--- src/rtl/tw_stat_pkg.sv ---
package tw_stat_pkg;

    localparam int unsigned SW_W   = 32;
    localparam int unsigned NFLAG  = 5;

    // flag indices inside the internal flag vector
    localparam int unsigned F_TXCOMP = 0;
    localparam int unsigned F_RXRDY  = 1;
    localparam int unsigned F_TXRDY  = 2;
    localparam int unsigned F_OVRE   = 3;
    localparam int unsigned F_NACK   = 4;

    // bit positions in the visible status word
    localparam int unsigned POS_TXCOMP = 0;
    localparam int unsigned POS_RXRDY  = 1;
    localparam int unsigned POS_TXRDY  = 2;
    localparam int unsigned POS_OVRE   = 6;
    localparam int unsigned POS_NACK   = 8;

    typedef struct packed {
        logic nack;
        logic ovre;
        logic txrdy;
        logic rxrdy;
        logic txcomp;
    } flags_t;

    typedef struct packed {
        logic enable;
        logic thr_wr;
        logic shift_ld;
        logic tx_empty;
        logic stop_sent;
        logic rx_load;
        logic nack;
        logic master;
        logic rhr_rd;
        logic sr_rd;
    } evt_t;

    function automatic logic [SW_W-1:0] pack_word(input flags_t f);
        logic [SW_W-1:0] w;
        w = '0;
        w[POS_TXCOMP] = f.txcomp;
        w[POS_RXRDY]  = f.rxrdy;
        w[POS_TXRDY]  = f.txrdy;
        w[POS_OVRE]   = f.ovre;
        w[POS_NACK]   = f.nack;
        return w;
    endfunction

    function automatic logic [SW_W-1:0] used_mask();
        flags_t all_on;
        all_on = '1;
        return pack_word(all_on);
    endfunction

endpackage

--- src/rtl/tw_stat_cell.sv ---
module tw_stat_cell
(
    input  logic clk,
    input  logic rst,
    input  logic set_i,
    input  logic clr_i,
    output logic q_o
);
    // set has priority over clear so a coincident event is kept
    always_ff @(posedge clk) begin
        if (rst)        q_o <= 1'b0;
        else if (set_i) q_o <= 1'b1;
        else if (clr_i) q_o <= 1'b0;
    end
endmodule

--- src/rtl/tw_stat_arm.sv ---
module tw_stat_arm
(
    input  logic clk,
    input  logic rst,
    input  logic enable_i,
    output logic armed_o
);
    always_ff @(posedge clk) begin
        if (rst)           armed_o <= 1'b0;
        else if (enable_i) armed_o <= 1'b1;
    end
endmodule

--- src/rtl/tw_stat_rules.sv ---
module tw_stat_rules
    import tw_stat_pkg::*;
(
    input  evt_t              evt_i,
    input  logic              armed_i,
    input  logic              txcomp_i,
    input  logic              rxrdy_i,
    output logic [NFLAG-1:0]  set_o,
    output logic [NFLAG-1:0]  clr_o
);
    logic live;
    logic [NFLAG-1:0] raw_set;

    assign live = armed_i | evt_i.enable;

    always_comb begin
        raw_set = '0;
        clr_o   = '0;

        raw_set[F_TXCOMP] = evt_i.enable | evt_i.nack
                          | (evt_i.tx_empty & evt_i.stop_sent);
        clr_o[F_TXCOMP]   = evt_i.thr_wr | evt_i.rx_load;

        raw_set[F_RXRDY]  = evt_i.rx_load;
        clr_o[F_RXRDY]    = evt_i.rhr_rd;

        raw_set[F_TXRDY]  = evt_i.enable | evt_i.shift_ld | evt_i.nack;
        clr_o[F_TXRDY]    = evt_i.thr_wr;

        raw_set[F_OVRE]   = evt_i.rx_load & rxrdy_i & evt_i.master;
        clr_o[F_OVRE]     = evt_i.sr_rd & txcomp_i;

        raw_set[F_NACK]   = evt_i.nack;
        clr_o[F_NACK]     = evt_i.sr_rd;

        set_o = raw_set & {NFLAG{live}};
    end
endmodule

--- src/rtl/tw_status_flags.sv ---
module tw_status_flags
    import tw_stat_pkg::*;
#(
    parameter int unsigned WORD_W = SW_W
)
(
    input  logic              clk,
    input  logic              rst,
    input  logic              master_en,
    input  logic              thr_write,
    input  logic              byte_to_shifter,
    input  logic              tx_all_empty,
    input  logic              stop_done,
    input  logic              rx_byte_loaded,
    input  logic              nack_seen,
    input  logic              master_mode,
    input  logic              rhr_read,
    input  logic              status_read,
    output logic [WORD_W-1:0] status_word
);
    localparam int unsigned PAD_W = (WORD_W > SW_W) ? WORD_W - SW_W : 1;

    evt_t              evt;
    flags_t            cur;
    logic [NFLAG-1:0]  flag_q;
    logic [NFLAG-1:0]  set_v;
    logic [NFLAG-1:0]  clr_v;
    logic              armed_q;
    logic [SW_W-1:0]   packed_w;

    always_comb begin
        evt.enable    = master_en;
        evt.thr_wr    = thr_write;
        evt.shift_ld  = byte_to_shifter;
        evt.tx_empty  = tx_all_empty;
        evt.stop_sent = stop_done;
        evt.rx_load   = rx_byte_loaded;
        evt.nack      = nack_seen;
        evt.master    = master_mode;
        evt.rhr_rd    = rhr_read;
        evt.sr_rd     = status_read;
    end

    tw_stat_arm u_arm (
        .clk      (clk),
        .rst      (rst),
        .enable_i (master_en),
        .armed_o  (armed_q)
    );

    tw_stat_rules u_rules (
        .evt_i    (evt),
        .armed_i  (armed_q),
        .txcomp_i (cur.txcomp),
        .rxrdy_i  (cur.rxrdy),
        .set_o    (set_v),
        .clr_o    (clr_v)
    );

    for (genvar i = 0; i < NFLAG; i++) begin : g_flag
        tw_stat_cell u_cell (
            .clk   (clk),
            .rst   (rst),
            .set_i (set_v[i]),
            .clr_i (clr_v[i]),
            .q_o   (flag_q[i])
        );
    end

    assign cur      = flags_t'(flag_q);
    assign packed_w = pack_word(cur);

    if (WORD_W > SW_W) begin : g_wide
        assign status_word = {{PAD_W{1'b0}}, packed_w};
    end else begin : g_fit
        assign status_word = packed_w[WORD_W-1:0];
    end
endmodule

--- config.mk ---
export PLATFORM = sky130hd
export DESIGN_NAME = tw_status_flags
export DESIGN_NICKNAME = d
export VERILOG_FILES = /design/src/rtl/tw_stat_pkg.sv /design/src/rtl/tw_stat_cell.sv /design/src/rtl/tw_stat_arm.sv /design/src/rtl/tw_stat_rules.sv /design/src/rtl/tw_status_flags.sv
export SDC_FILE = /design/constraint.sdc
export NUM_CORES = 1
export LEC_CHECK = 0
export BUFFER_PORTS_ARGS = -buffer_cell sky130_fd_sc_hd__buf_2
export CAP_MARGIN = 20
export CORE_UTILIZATION = 35
export DETAILED_ROUTE_END_ITERATION = 10
export PLACE_DENSITY = 0.82
export REMOVE_ABC_BUFFERS = 1
export SLEW_MARGIN = 20
export SYNTH_ARGS = -nofsm -noshare
export SYNTH_HDL_FRONTEND = slang
export SYNTH_SLANG_ARGS = --single-unit
--- constraint.sdc ---
create_clock -name clk -period 1.2 [get_ports clk]
set_input_delay 0.12 -clock clk [delete_from_list [all_inputs] [get_ports clk]]
set_output_delay 0.12 -clock clk [all_outputs]
set_load 0.1 [all_outputs]
==> impl_results.md <==
* Startpoint Class: flop
* GRT Overall Usage at between 10% and 20%
* Synthesized area at about 470 um2
* Reg2reg setup slack at between 0.2 and 0.3 ns
* Synth Register Bits at 6
* Setup Buffers After CTS at 0
* Final WL at 665 um
* Core Footprint at roughly 1200 um2
* Die width at 38.71 um
* Initial antenna violation count at 0
* Final setup violation count at 0
* Register area share after synthesis at between 20 and 30%
* CTS sink count at 6
* DR iter-0 viols at 3
* Worst VDD drop at approximately 0.00066 V
* Combinational Power Share at approximately 56%
* Vias at roughly 310
* RSZ-0062 raised after global routing: no
* Yosys cell types at 17
* Hold endpoint: g_flag[1].u_cell.q_o
* Pwr Density at around 2000 nW/um2
* Crit path DAT at just over 1 ns
* CP Cell Sequence: buf_2
* Wire length on met3 at about 100 um
* CP top delay family: buffers and inverters
* DR WL/cell at between 8 and 9 um
* Slowest-stage cell, CP: buf_2
* RR Startpoint: g_flag[0].u_cell.q_o
* Die height at roughly 39 um
* Warnings from Yosys at 0
* CTS tree: yes
* Hold path cells at 2
* Crit Path Max Fanout at 3
* Highest routed layer: met4
* Reg2reg path depth at 2
* FP Rows at 12
* Setup Crit Path Kind: reg2out
* Detailed Place HPWL at 567.2 um
* MaxCap Viol Count at 0
* Clock transition at the registers of the reported paths at about 0.04 ns
* Ratio of cells with drive above 1 in the final layout at slightly below 30%
* Peak Freq at just under 0.9 GHz
* Slowest stage delay, CP at between 0.4 and 0.5 ns
* Total Power at 0.9373 mW
* Fin crit share at 95.29%
* Fin util at between 40% and 50%
* Initial Util at about 40%
* P&R area growth vs syn at 1.592%
* Nets at between 80 and 90
* CTS buffer count at 3
* CP Data Required Time at about 1.1 ns
* Met2 WL at approximately 320 um
* Port Buf Inserts at 16
* NetSw at 0.5601 mW
* Met1 WL at around 230 um
* Hold Slack at 0.1008 ns
* Fin crit period at 1.143 ns
* Worst-Skew Late Latency at 0.25 ns
* IO Pins at 44
* Die area at roughly 1500 um2
* Final Max Tran Viols at 0
* Gate Count Post-Synth at 56
* Sequential power share at 24.1%
* N_diodes at 0
* GRT Residual Overflow at 0
* Pint at approximately 0.38 mW
* Remaining DRCs at 0
* Hold_buf cts at 0
* Fillers at approximately 130
* Clock skew at roughly 0.0045 ns
* Final hold vios at 0
* Nature of the critical path endpoint: output port
* DP Area at between 400 and 500 um2
* Largest net degree at the start of global routing at 7
* Resized Gates After CTS at 0
* Clock tree buffer depth at 2
* Clk pwr share at between 10% and 20%
* Synth Area per Inst at about 8.4 um2
* Root buf cell: clkbuf_4
* H-tree Lvls at 1
* Hold_sp: rst
* Final Cell Area at 479.2 um2
* Setup_tns at 0 ns
* Switching Share at around 60%
* GP Congestion at 0.6911
* Final antenna-violating net count at 0
* Leakage power at between 0.2 and 0.3 nW
* Vias/cell at approximately 3.7
* Worst R2R End: g_flag[0].u_cell.q_o
* 1st-pass router iterations at 3
* Outcome: finished, final reports clean
* Crit path buf inv count at 1
* Vias in the first global route at around 230
* Global-route wire length before repair at between 800 and 900 um
* Hold crit path type: in2reg
## per-stage QoR
stage	setup slack, ns	instances
floorplan	-0.3584	50
global placement	0.2861	80
detailed placement	0.2851	80
CTS	0.03773	83
global route	0.004883	83
finish	0.05658	83
## layer usage
| layer | vias up | track usage [%] |
|---|---|---|
| li1 | 150 | - |
| met1 | 131 | 7.560 |
| met2 | 28 | 15.83 |
| met3 | 2 | 8.671 |
| met4 | 0 | 7.759 |
| met5 | - | 0 |
## placed cells by master, fill, tap and decap left out, drive strengths merged
cell     synthesis  final
conb             1     27
buf             32     16
dfxtp            6      6
clkbuf           0      3
o21ai            2      2
nor2             2      2
o2bb2ai          2      2
o21bai           1      1
inv              1      1
nand2b           1      1
a21oi            1      1
a22o             1      1
nor3             1      1
a211oi           1      1
or4b             1      1
nor2b            1      1
nand2            1      1
nand3            1      1
## Yosys cell counts
master / instances / area, um2
dfxtp_1: 6 / 120.1
o21ai_0: 2 / 10.01
conb_1: 1 / 3.750
nor2_1: 2 / 7.510
nand3_1: 1 / 5.000
inv_1: 1 / 3.750
buf_4: 32 / 240.2
or4b_1: 1 / 10.01
o21bai_2: 1 / 11.26
nand2b_1: 1 / 6.260
nor2b_1: 1 / 6.260
nor3_1: 1 / 5.000
a22o_1: 1 / 8.760
a21oi_1: 1 / 5.000
nand2_1: 1 / 3.750
a211oi_1: 1 / 7.510
o2bb2ai_1: 2 / 17.52
## worst max-delay path by stage
stage / startpoint / to / cells past startpoint
3_5_place_dp: g_flag[0].u_cell.q_o / g_flag[0].u_cell.q_o / 2
5_1_grt: g_flag[0].u_cell.q_o / status_word[0] / 1
2_1_floorplan: g_flag[0].u_cell.q_o / g_flag[0].u_cell.q_o / 2
4_1_cts: g_flag[0].u_cell.q_o / status_word[0] / 1
6_report: g_flag[0].u_cell.q_o / status_word[0] / 1
3_3_place_gp: g_flag[0].u_cell.q_o / g_flag[0].u_cell.q_o / 2
## cell type report
class                           instances  area (um2)  area share (%)
Timing Repair Buffer                   16       110.1           22.98
Inverter                                1       3.754          0.7833
Sequential cell                         6       120.1           25.07
Multi-Input combinational cell         43       205.2           42.82
Tap cell                               14       17.52           3.655
Clock buffer                            3       22.52           4.700
## sequential cells by signal (all words and copies together), names as in the netlist
register,flops
g_flag.u_cell.q_o,5
u_arm.armed_o,1
## cell families (layout without fill, tap and decap cells)
kind of cell / after synthesis / in the layout / synth area share, %
compound gates: 8 / 8 / 12.73
simple gates: 8 / 8 / 9.283
buf+inv: 33 / 20 / 51.72
other cells: 1 / 27 / 0.7950
flops: 6 / 6 / 25.47
## power by group through the flow
stage / sequential (mW) / clock, mW / combinational, mW
after global routing: 0.228 / 0.215 / 0.541
after CTS: 0.226 / 0.197 / 0.526
after detailed placement: 0.229 / 0 / 0.526
after floorplan: 0.312 / 0 / 0.384
final: 0.226 / 0.185 / 0.527
after global placement: 0.229 / 0 / 0.524
No activity file was read; power rests on OpenSTA's default activity.
